--- src/rtl/stepdir_quad_pkg.sv ---
package stepdir_quad_pkg;
  typedef logic [1:0] quad_t;

  localparam quad_t QUAD_RST = 2'b00;

  // one position around the Gray ring; fwd: 10->11->01->00->10
  function automatic quad_t quad_next(input quad_t cur, input logic fwd);
    quad_t nxt;
    unique case (cur)
      2'b10:   nxt = fwd ? 2'b11 : 2'b00;
      2'b11:   nxt = fwd ? 2'b01 : 2'b10;
      2'b01:   nxt = fwd ? 2'b00 : 2'b11;
      default: nxt = fwd ? 2'b10 : 2'b01;
    endcase
    return nxt;
  endfunction
endpackage

--- src/rtl/stepdir_quad_sync.sv ---
module stepdir_quad_sync #(
  parameter int WIDTH  = 2,
  parameter int STAGES = 2
) (
  input  logic             clk_i,
  input  logic             rst_ni,
  input  logic [WIDTH-1:0] d_i,
  output logic [WIDTH-1:0] q_o
);
  logic [WIDTH-1:0] stg_q [STAGES];

  for (genvar s = 0; s < STAGES; s++) begin : g_stg
    always_ff @(posedge clk_i or negedge rst_ni) begin
      if (!rst_ni) stg_q[s] <= '0;
      else if (s == 0) stg_q[s] <= d_i;
      else stg_q[s] <= stg_q[(s == 0) ? 0 : s-1];
    end
  end

  assign q_o = stg_q[STAGES-1];
endmodule

--- src/rtl/stepdir_quad_edge.sv ---
module stepdir_quad_edge (
  input  logic clk_i,
  input  logic rst_ni,
  input  logic lvl_i,
  output logic rise_o
);
  logic lvl_q;

  always_ff @(posedge clk_i or negedge rst_ni) begin
    if (!rst_ni) lvl_q <= 1'b0;
    else lvl_q <= lvl_i;
  end

  assign rise_o = lvl_i & ~lvl_q;

  AST_RISE_SINGLE: assert property (@(posedge clk_i) disable iff (!rst_ni)
    rise_o |=> !rise_o);
endmodule

--- src/rtl/stepdir_quad_ring.sv ---
module stepdir_quad_ring
  import stepdir_quad_pkg::*;
(
  input  logic  clk_i,
  input  logic  rst_ni,
  input  logic  adv_i,
  input  logic  fwd_i,
  output quad_t ab_o,
  output logic  dir_o
);
  quad_t ab_q;
  logic  dir_q;

  always_ff @(posedge clk_i or negedge rst_ni) begin
    if (!rst_ni) begin
      ab_q  <= QUAD_RST;
      dir_q <= 1'b0;
    end else if (adv_i) begin
      ab_q  <= quad_next(ab_q, fwd_i);
      dir_q <= fwd_i;
    end
  end

  assign ab_o  = ab_q;
  assign dir_o = dir_q;

  AST_ONE_PHASE_MOVES: assert property (@(posedge clk_i) disable iff (!rst_ni)
    adv_i |=> $countones(ab_q ^ $past(ab_q)) == 1);
  AST_IDLE_HOLDS: assert property (@(posedge clk_i) disable iff (!rst_ni)
    !adv_i |=> $stable(ab_q) && $stable(dir_q));
  AST_FWD_FROM_10: assert property (@(posedge clk_i) disable iff (!rst_ni)
    (adv_i && fwd_i && ab_q == 2'b10) |=> ab_q == 2'b11);
  AST_FWD_FROM_00: assert property (@(posedge clk_i) disable iff (!rst_ni)
    (adv_i && fwd_i && ab_q == 2'b00) |=> ab_q == 2'b10);
  AST_REV_FROM_00: assert property (@(posedge clk_i) disable iff (!rst_ni)
    (adv_i && !fwd_i && ab_q == 2'b00) |=> ab_q == 2'b01);
  AST_REV_FROM_10: assert property (@(posedge clk_i) disable iff (!rst_ni)
    (adv_i && !fwd_i && ab_q == 2'b10) |=> ab_q == 2'b00);
  AST_DIR_TRACKS: assert property (@(posedge clk_i) disable iff (!rst_ni)
    adv_i |=> dir_q == $past(fwd_i));
endmodule

--- src/rtl/stepdir_quad_gen.sv ---
module stepdir_quad_gen
  import stepdir_quad_pkg::*;
#(
  parameter int SYNC_STAGES = 2
) (
  input  logic clk_i,
  input  logic rst_ni,
  input  logic step_i,
  input  logic dir_i,
  output logic qa_o,
  output logic qb_o,
  output logic dir_o
);
  localparam int SyncW = 2;

  logic [SyncW-1:0] raw_in, syn_out;
  logic             step_rise;
  quad_t            ab;

  assign raw_in = {dir_i, step_i};

  // step and direction share one chain so they stay aligned
  stepdir_quad_sync #(.WIDTH(SyncW), .STAGES(SYNC_STAGES)) u_sync (
    .clk_i (clk_i),
    .rst_ni(rst_ni),
    .d_i   (raw_in),
    .q_o   (syn_out)
  );

  stepdir_quad_edge u_edge (
    .clk_i (clk_i),
    .rst_ni(rst_ni),
    .lvl_i (syn_out[0]),
    .rise_o(step_rise)
  );

  stepdir_quad_ring u_ring (
    .clk_i (clk_i),
    .rst_ni(rst_ni),
    .adv_i (step_rise),
    .fwd_i (syn_out[1]),
    .ab_o  (ab),
    .dir_o (dir_o)
  );

  assign qa_o = ab[1];
  assign qb_o = ab[0];

  AST_RESET_STATE: assert property (@(posedge clk_i)
    !rst_ni |-> {qa_o, qb_o, dir_o} == 3'b000);
endmodule

--- config.mk ---
export PLATFORM = sky130hd
export DESIGN_NAME = stepdir_quad_gen
export DESIGN_NICKNAME = d
export VERILOG_FILES = /design/src/rtl/stepdir_quad_pkg.sv /design/src/rtl/stepdir_quad_sync.sv /design/src/rtl/stepdir_quad_edge.sv /design/src/rtl/stepdir_quad_ring.sv /design/src/rtl/stepdir_quad_gen.sv
export SDC_FILE = /design/constraint.sdc
export NUM_CORES = 1
export LEC_CHECK = 0
export ABC_AREA = 0
export BUFFER_PORTS_ARGS = -buffer_cell sky130_fd_sc_hd__buf_2
export CAP_MARGIN = 20
export CORE_AREA = 4 4 41 43
export DETAILED_ROUTE_END_ITERATION = 8
export DIE_AREA = 0 0 45 47
export GPL_ROUTABILITY_DRIVEN = 0
export PLACE_DENSITY = 0.39
export SLEW_MARGIN = 30
export SYNTH_ARGS = -nofsm -noshare
export SYNTH_HDL_FRONTEND = slang
export SYNTH_SLANG_ARGS = --single-unit
--- constraint.sdc ---
create_clock -name clk_i -period 1 [get_ports clk_i]
set_input_delay 0.05 -clock clk_i [delete_from_list [all_inputs] [get_ports clk_i]]
set_output_delay 0.05 -clock clk_i [all_outputs]
set_load 0.01 [all_outputs]
======== Word-level counts from Yosys, hierarchy flattened ========
Cells that the tools add are included.
word-level totals
  register bits after elaboration ......... 8
  input bits .............................. 4
  output and inout port bits .............. 3
  word-level logic and storage cells ...... 15
cells by class
  eq/ne operators ......................... 3
  muxes and demuxes ....................... 5
  bitwise gates (word level) .............. 2
operator list
  cell                  number
  $mux W2               4
  $pmux W2 S3           1
  $eq A2 B2 Y1 const B  2
  $eq A2 B1 Y1 const B  1
  $and A1 B1 Y1         1
  $not A1 Y1            1

======== Longest topological paths before layout ========
Gate-level depths: netlist of run 1.
  depth in word-level cells ............... 2
  depth in mapped cells ................... 2
  depth with buffers taken out ............ 2

======== Hierarchy ========
A second synthesis of run 1 with hierarchy kept.
second synthesis, totals
  cell total of the unflattened synthesis .. 17
  area total of the unflattened synthesis .. 281.5 um2
modules (own cells, without submodules)
  module             instances  cells an instance  area an instance (um2)  seq. area each (um2)
  stepdir_quad_ring  1          9                  127.6                   75.1
  stepdir_quad_sync  1          6                  115.1                   100.1
  stepdir_quad_edge  1          2                  38.8                    25.0

======== Least setup slack after synthesis of run 1 ========
Ideal clock, no wire load.
  kind .................................... register to register
  from .................................... reg u_edge.lvl_q
  to ...................................... reg u_ring.ab_q[1] (netlist: u_ring.ab_o[1])
  library setup time ...................... 125 ps
  arrival time ............................ 837 ps
  required time ........................... 875 ps
  setup slack ............................. 38 ps
  cell stages (with the launch flop) ...... 3
  path buffers ............................ 0
  period minus slack after synthesis ...... 962 ps
  path through ............................ dfrtp_1 nor2b_4 mux2_2
on the way
  word-level cells in the longest chain between the ends .. 2
RTL lines
  what                      line                     RTL
  start: declaration        stepdir_quad_edge.sv:7   logic lvl_q;
  start signal: assignment  stepdir_quad_edge.sv:11  else lvl_q <= lvl_i;
  $not A1 Y1                stepdir_quad_edge.sv:14  assign rise_o = lvl_i & ~lvl_q;
  $and A1 B1 Y1             stepdir_quad_edge.sv:14
  end signal: assignment    stepdir_quad_ring.sv:19  ab_q <= quad_next(ab_q, fwd_i);
  end: declaration          stepdir_quad_ring.sv:11  quad_t ab_q;
Every way passes these cells.
A chain may end at the register's enable or synchronous reset.

======== Worst setup path in the final report of run 1 ========
  from .................................... reg u_edge.lvl_q
  to ...................................... reg u_ring.dir_q (netlist: u_ring.dir_o)
on the way
  word-level cells in the longest chain between the ends .. 2
RTL lines
  what                    line                     RTL
  $not A1 Y1              stepdir_quad_edge.sv:14
  $and A1 B1 Y1           stepdir_quad_edge.sv:14
  end signal: assignment  stepdir_quad_ring.sv:20  dir_q <= fwd_i;
  end: declaration        stepdir_quad_ring.sv:12  logic dir_q;
Every way passes these cells.

==> results.json, run 1 <==
{
  "netlist_area_sq_um": 269.0,
  "start_kind": "register",
  "worstPathArrival_ns": 1.12,
  "ys_ff_latch": 8,
  "area_growth_pct": 40.46,
  "syn_area_per_cell_sq_um": 19.21,
  "synth_cells": 14,
  "timing.hold.ws_ns": 0.1709,
  "grt.total_usage_pct": 5.596,
  "antenna_found_initial": 0,
  "hold_path.class": "input port to asynchronous set/reset pin",
  "rr_worst_depth": 2,
  "cp.required_ns": 1.13,
  "skew_ns": 0.004097,
  "ant_nets": 0,
  "drt-wirelength-per-cell_microns": 9.829,
  "antenna_cells": 0,
  "layout_commonest_cell": "dfrtp_1",
  "drtIter0Drc": 0,
  "fin_util_pct": 29.04,
  "timing.final.max_slew_violations": 0,
  "clk_pin_slew_ns": 0.05,
  "grt_pass1_vias": 181,
  "fin_nets": 32,
  "slowest_stage": "dfrtp_1",
  "final.min_clock_period_ns": 0.9974,
  "drc": 0,
  "dp.cells": 35,
  "grt_max_degree": 9,
  "clock_tree.root_cell": "clkbuf_4",
  "numClockSinks": 8,
  "core-area_sq_um": 1301,
  "relSlewSlack_pct": 88.20,
  "die_w_microns": 45,
  "ys_warn_count": 0,
  "setup_viol": 0,
  "finalHoldViolations": 0,
  "grt_setup_unrepaired": "yes",
  "start_util_pct": 20.67,
  "cts_tree": "built",
  "final_cell_mix": "dfrtp_1 (8), buf_2 (6), mux2_4 (3), clkbuf_4 (3), dlygate4sd3_1 (3)",
  "tightest_slew_ns": 0.1770,
  "io_buffers": 6,
  "htree_num_levels": 1,
  "synth_nets": 18,
  "grt_pass1_wl_microns": 759,
  "timing.fmax_ghz": 1.003,
  "end_kind": "register",
  "path_max_fanout": 3,
  "clk_latency_ns": 0.25,
  "die-height_microns": 47,
  "cp_slowest_stage_delay_ns": 0.39,
  "vias": 149,
  "first_pass_iters": 1,
  "cap_violations": 0,
  "rows": 13,
  "yosysTopAreaCellShare_pct": 74.42,
  "stdcell_count": 41,
  "layout_worst_path_cycle_share_pct": 99.74,
  "synth_top_area_cell": "dfrtp_1",
  "cts_buffer_depth": 2,
  "die_area_sq_um": 2115,
  "numCtsBuffers": 3,
  "via_per_inst": 3.634,
  "ys_seq_area_share_pct": 74.42,
  "finalWirelength_microns": 403,
  "crit_type": "register to register",
  "overflow": 0,
  "yosysUniqueCellTypes": 6,
  "netlist_top_cells_area": "dfrtp_1 (74%), mux2_2 (8.4%), mux2_4 (5.6%), nor2b_4 (5.1%), xnor2_1 (3.3%)",
  "p_per_area_nw_per_um2": 2305,
  "run_status": "finished clean",
  "vdd_drop_max_mv": 0.7372,
  "p_leak_uw": 0.0001794,
  "drive_above_1_share_pct": 50.00,
  "crit_chain": "nor2b_4, mux2_4",
  "ios": 7
}
## repair_timing
action | CTS | global route
hold buffers | 3 | 0
endpoints found under the hold margin | 10 | 0
setup endpoints to repair | 2 | 2
gates cloned | 0 | 0
resized for setup | 0 | 2
buffers inserted | 0 | 0
## synthesized netlist by cell type (all sizes together)
| library cell | count |
|---|---|
| xor2 | 1 |
| mux2 | 3 |
| dfrtp | 8 |
| nor2b | 1 |
| xnor2 | 1 |
## per-layer routing
metal,up-vias,share of wire (%),track usage (%),routed length [microns]
met5,-,0,0,0
met4,0,0,1.754,0
met3,0,14,6.513,58
met2,8,42,7.062,171
met1,71,43,5.882,173
li1,70,-,-,-
## flip-flops by register name, summed over array words and instances, names as in the netlist
signal / flops
u_ring.ab_o: 2
u_sync.q_o: 2
u_sync.stg_q: 2
u_edge.lvl_q: 1
u_ring.dir_o: 1
## cell families (layout without fill, tap and decap cells)
group,after synthesis,in the layout,synth area share [%]
buffers and inverters,0,12,0
XOR/XNOR,2,2,6.513
AND/OR/NAND/NOR,1,1,5.115
multiplexers,3,3,13.95
flip-flops,8,8,74.42
## worst max-delay path, delay by kind of cell, from the launching register on
family / cells / cell delay, ns
flops: 1 / 0.39
simple gates: 1 / 0.17
mux: 1 / 0.31
## power breakdown
group	switching (uW)	leakage, uW	internal (uW)
sequential	43.5	0.0000934	383
combinational	77.5	0.0000723	134
clock	96.7	0.0000138	136
total	218	0.000179	654
## per-stage QoR
stage	setup TNS (ns)	area, sq um	worst slack, ns	power [uW]
after floorplan	0	269.0	0.03786	544.8
after CTS	-0.02208	370.4	-0.01661	879.5
after detailed placement	-0.002158	317.8	-0.002158	621.0
after global routing	-0.05367	377.9	-0.02441	940.7
final	0	377.9	0.002625	871.1
after global placement	0	317.8	0.002680	612.3
## area by class of cell
| type | instances | area (sq um) |
|---|---|---|
| Timing Repair Buffer | 9 | 60.06 |
| Multi-Input combinational cell | 6 | 76.32 |
| Fill cell | 137 | 923.4 |
| Sequential cell | 8 | 200.2 |
| Clock buffer | 3 | 22.52 |
| Tap cell | 15 | 18.77 |
## final timing paths
path                            startpoint         endpoint  slack [ns]
min in group clk_i         u_sync.stg_q[2]    u_sync.q_o[0]        0.34
setup reg to reg              u_edge.lvl_q     u_ring.dir_o       0.003
setup / recovery              u_edge.lvl_q     u_ring.dir_o       0.003
hold reg to reg            u_sync.stg_q[2]    u_sync.q_o[0]        0.34
max in group asynchronous           rst_ni  u_sync.stg_q[2]        0.66
hold / removal                      rst_ni   u_ring.ab_o[0]        0.17
(Power assumes the default switching activity.)
==> inputs of run 2 (changes only) <==
--- a/config.mk
+++ b/config.mk
@@ -12,7 +12,7 @@
 export DETAILED_ROUTE_END_ITERATION = 8
 export DIE_AREA = 0 0 45 47
 export GPL_ROUTABILITY_DRIVEN = 0
-export PLACE_DENSITY = 0.39
+export PLACE_DENSITY = 0.38
 export SLEW_MARGIN = 30
 export SYNTH_ARGS = -nofsm -noshare
 export SYNTH_HDL_FRONTEND = slang
==> constraint.sdc (replaced) <==
create_clock -name clk_i -period 0.96 [get_ports clk_i]
set_input_delay 0.048 -clock clk_i [delete_from_list [all_inputs] [get_ports clk_i]]
set_output_delay 0.048 -clock clk_i [all_outputs]
set_load 0.01 [all_outputs]
==> results.json, run 2 (synthesis gave the netlist of run 1 again) <==
{
  "drtIter0Drc": 0,
  "timing.fmax_ghz": 1.012,
  "final_cell_mix": "dfrtp_1 (8), buf_2 (6), mux2_4 (3), clkbuf_4 (3), dlygate4sd3_1 (3)",
  "crit_type": "register to register",
  "core-area_sq_um": 1301,
  "antenna_found_initial": 0,
  "p_int_uw": 680.6,
  "violations": "negative setup slack",
  "rr_worst_depth": 2,
  "drc": 0,
  "run_status": "finished, violations left",
  "timing.final.max_slew_violations": 0,
  "first_pass_iters": 1,
  "skew_ns": 0.002651,
  "overflow": 0,
  "p_per_area_nw_per_um2": 2433,
  "finalHoldViolations": 0,
  "rows": 13,
  "setup_ws_ns": -0.02827,
  "timing.hold.ws_ns": 0.1694,
  "clk_pin_slew_ns": 0.05,
  "grt.total_usage_pct": 5.896,
  "setup_viol": 3,
  "p_sw_uw": 238.8,
  "start_util_pct": 20.67,
  "slowest_stage": "dfrtp_1",
  "grt_max_degree": 9,
  "power_frac_seq_pct": 48.6,
  "die_w_microns": 45,
  "clock_tree.root_cell": "clkbuf_4",
  "fin_nets": 32,
  "grt_pass1_wl_microns": 848,
  "final.min_clock_period_ns": 0.9883,
  "drt-wirelength-per-cell_microns": 10.49,
  "clockPowerShare_pct": 27.0,
  "combPwrFrac_pct": 24.4,
  "relSlewSlack_pct": 88.01,
  "tightest_slew_ns": 0.1798,
  "die-height_microns": 47,
  "io_buffers": 6,
  "via_per_inst": 3.610,
  "ios": 7,
  "numCtsBuffers": 3,
  "area_growth_pct": 40.46,
  "layout_commonest_cell": "dfrtp_1",
  "cp.depth": 2,
  "finalWirelength_microns": 430,
  "stdcell_count": 41,
  "drive_above_1_share_pct": 50.00,
  "ant_nets": 0,
  "clk_latency_ns": 0.24,
  "htree_num_levels": 1,
  "cts_buffer_depth": 2,
  "layout_worst_path_cycle_share_pct": 102.9,
  "dp.cells": 35,
  "cap_violations": 0,
  "grt_pass1_vias": 195,
  "vdd_drop_max_mv": 0.7999,
  "swShare_pct": 25.97,
  "crit_family": "flip-flops",
  "crit_chain": "nor2b_4, mux2_4",
  "cp_slowest_stage_delay_ns": 0.39,
  "cp.required_ns": 1.09,
  "path_max_fanout": 3,
  "cts_tree": "built",
  "die_area_sq_um": 2115,
  "vias": 148,
  "start_kind": "register",
  "antenna_cells": 0,
  "post_dp_cell_area_sq_um": 317.8,
  "hpwl_microns": 303.6,
  "final_area_sq_um": 377.9,
  "fillers": 149,
  "numClockSinks": 8,
  "end_kind": "register",
  "p_leak_uw": 0.0001794,
  "hold_path.class": "input port to asynchronous set/reset pin",
  "worstPathArrival_ns": 1.12,
  "worst-path-buf-inv": 0,
  "grt_setup_unrepaired": "yes"
}
## run 2: path summary, 6_finish.rpt
path | from | end | slack (ns)
hold reg to reg | u_sync.stg_q[2] | u_sync.q_o[0] | 0.35
max in group asynchronous | rst_ni | u_ring.ab_o[1] | 0.62
min in group clk_i | u_sync.stg_q[2] | u_sync.q_o[0] | 0.35
setup reg to reg | u_edge.lvl_q | u_ring.ab_o[0] | -0.03
hold / removal | rst_ni | u_ring.dir_o | 0.17
setup / recovery | u_edge.lvl_q | u_ring.ab_o[0] | -0.03
## run 2: final cells by class
| class | count | area [sq um] | share of cell area, % |
|---|---|---|---|
| clock buffer | 3 | 22.52 | 5.960 |
| multi-input combinational | 6 | 76.32 | 20.20 |
| sequential | 8 | 200.2 | 52.98 |
| tap | 15 | 18.77 | 4.967 |
| timing repair buffer | 9 | 60.06 | 15.89 |
## run 2: per-stage QoR
stage	util [%]	setup TNS (ns)	worst slack [ns]	power, uW
after detailed placement	24.42	-0.05796	-0.03023	654.1
final	29.04	-0.08231	-0.02827	919.4
after global placement	24.42	-0.07041	-0.03852	638.5
after global routing	29.04	-0.1913	-0.06772	983.8
after floorplan	-	-0.004272	-0.002136	567.5
after CTS	29.04	-0.1076	-0.03950	938.7
## run 2: per-layer routing
layer	routed length [microns]	global-route usage (%)
met4	4	7.018
met3	33	1.533
met2	210	8.192
met5	0	0
met1	182	6.760
## run 2: power by group through the flow
stage,registers (uW),logic [uW],clock network [uW]
after floorplan,472,96.0,0
after global placement,448,190,0
after detailed placement,454,200,0
after CTS,450,232,257
after global routing,458,248,279
final,447,225,248
## run 2: repair_timing
item,4_1_cts,5_1_grt
endpoints found under the setup margin,3,3
resized for setup,2,0
buffers inserted,0,0
endpoints found under the hold margin,10,0
hold buffers,3,0
==> inputs of run 3 (changes only) <==
--- a/config.mk
+++ b/config.mk
@@ -9,10 +9,12 @@
 export BUFFER_PORTS_ARGS = -buffer_cell sky130_fd_sc_hd__buf_2
 export CAP_MARGIN = 20
 export CORE_AREA = 4 4 41 43
+export CTS_CLUSTER_DIAMETER = 150
 export DETAILED_ROUTE_END_ITERATION = 8
 export DIE_AREA = 0 0 45 47
 export GPL_ROUTABILITY_DRIVEN = 0
 export PLACE_DENSITY = 0.38
+export SETUP_SLACK_MARGIN = 0.15
 export SLEW_MARGIN = 30
 export SYNTH_ARGS = -nofsm -noshare
 export SYNTH_HDL_FRONTEND = slang
==> results.json, run 3 (synthesis gave the netlist of run 1 again) <==
{
  "run_status": "finished, violations left",
  "violations": "negative setup slack",
  "combPwrFrac_pct": 24.0,
  "clockPowerShare_pct": 27.2,
  "vdd_drop_max_mv": 0.8488,
  "io_buffers": 6,
  "drt-wirelength-per-cell_microns": 9.561,
  "core-area_sq_um": 1301,
  "crit_family": "flip-flops",
  "crit_type": "register to register",
  "crit_chain": "nor2b_4, mux2_4",
  "grt_pass1_vias": 170,
  "p_per_area_nw_per_um2": 2423,
  "overflow": 0,
  "end_kind": "register",
  "grt_max_degree": 9,
  "stdcell_count": 41,
  "first_pass_iters": 1,
  "layout_commonest_cell": "dfrtp_1",
  "htree_num_levels": 1,
  "numClockSinks": 8,
  "antenna_cells": 0,
  "hold_path.class": "input port to asynchronous set/reset pin",
  "dp.cells": 35,
  "fin_setup_tns_ns": -0.1074,
  "cp.depth": 2,
  "cap_violations": 0,
  "fin_nets": 32,
  "die_area_sq_um": 2115,
  "die_w_microns": 45,
  "finalHoldViolations": 0,
  "skew_ns": 0.002991,
  "setup_ws_ns": -0.03876,
  "timing.final.max_slew_violations": 0,
  "p_sw_uw": 235.1,
  "finalWirelength_microns": 392,
  "post_dp_cell_area_sq_um": 325.3,
  "cp.required_ns": 1.09,
  "clk_pin_slew_ns": 0.05,
  "cp_slowest_stage_delay_ns": 0.39,
  "start_util_pct": 20.67,
  "grt.total_usage_pct": 5.116,
  "drc": 0,
  "drive_above_1_share_pct": 50.00,
  "ant_nets": 0,
  "power_frac_seq_pct": 48.7,
  "grt_pass1_wl_microns": 683,
  "numCtsBuffers": 3,
  "p_leak_uw": 0.0001794,
  "path_max_fanout": 3,
  "p_int_uw": 680.6,
  "worstPathArrival_ns": 1.13,
  "timing.fmax_ghz": 1.001,
  "rows": 13,
  "cts_buffer_depth": 2,
  "drtIter0Drc": 0,
  "rr_worst_depth": 2,
  "clk_latency_ns": 0.25,
  "fin_util_pct": 29.04,
  "final_cell_mix": "dfrtp_1 (8), buf_2 (6), mux2_4 (3), clkbuf_4 (3), dlygate4sd3_1 (3)",
  "final.min_clock_period_ns": 0.9988,
  "tightest_slew_ns": 0.1771,
  "start_kind": "register",
  "slowest_stage": "dfrtp_1",
  "grt_setup_unrepaired": "yes",
  "vias": 142,
  "antenna_found_initial": 0,
  "ios": 7,
  "area_growth_pct": 40.46,
  "via_per_inst": 3.463,
  "setup_viol": 3,
  "die-height_microns": 47,
  "final_area_sq_um": 377.9,
  "clock_tree.root_cell": "clkbuf_4",
  "swShare_pct": 25.67,
  "worst-path-buf-inv": 0,
  "cts_tree": "built",
  "relSlewSlack_pct": 88.19,
  "layout_worst_path_cycle_share_pct": 104.0
}
[run 3: cell counts in the layout (fill, tap and decap cells not counted)]
No cell type changed its count.
[run 3: layer usage]
layer	part of all wire, %	up-vias	routed length, microns	global-route usage (%)
met1	44	69	173	5.176
met4	0	0	0	7.018
met3	5.9	0	23	2.299
li1	-	69	-	-
met5	0	-	0	0
met2	50	4	196	6.780
[run 3: path summary, 6_finish.rpt]
path,end,start,slack (ns)
worst max-delay path,u_ring.ab_o[1],u_edge.lvl_q,-0.04
worst min-delay path,u_sync.stg_q[2],rst_ni,0.16
worst max register to register,u_ring.ab_o[1],u_edge.lvl_q,-0.04
worst min register to register,u_sync.q_o[1],u_sync.stg_q[3],0.35
max in group asynchronous,u_ring.ab_o[1],rst_ni,0.64
min in group clk_i,u_sync.q_o[1],u_sync.stg_q[3],0.35
[run 3: stage by stage]
step / power (uW) / hold slack [ns] / setup WS [ns]
final: 915.7 / 0.1579 / -0.03876
after global routing: 959.6 / 0.1760 / -0.07226
after CTS: 931.3 / 0.1595 / -0.04096
after detailed placement: 666.5 / -0.1031 / -0.02439
after global placement: 659.4 / -0.1076 / -0.01219
after floorplan: 587.3 / -0.2476 / 0.008727
[run 3: what timing repair did]
| action | CTS | global route |
|---|---|---|
| setup endpoints to repair | 6 | 6 |
| hold buffers | 3 | 0 |
| gates resized for setup | 0 | 0 |
| endpoints found under the hold margin | 10 | 0 |
| buffers inserted | 0 | 0 |
| pin swaps | 0 | 0 |
[run 3: power groups by stage]
| stage | sequential, uW | combinational (uW) | clock (uW) |
|---|---|---|---|
| final | 446 | 220 | 249 |
| after global routing | 455 | 240 | 265 |
| after CTS | 449 | 225 | 257 |
| after detailed placement | 453 | 214 | 0 |
| after global placement | 448 | 211 | 0 |
| after floorplan | 473 | 115 | 0 |
[run 3: area by class of cell]
type,instances,area (sq um)
fill,146,923.4
clock buffer,3,22.52
tap,15,18.77
timing repair buffer,9,60.06
sequential,8,200.2
multi-input combinational,6,76.32
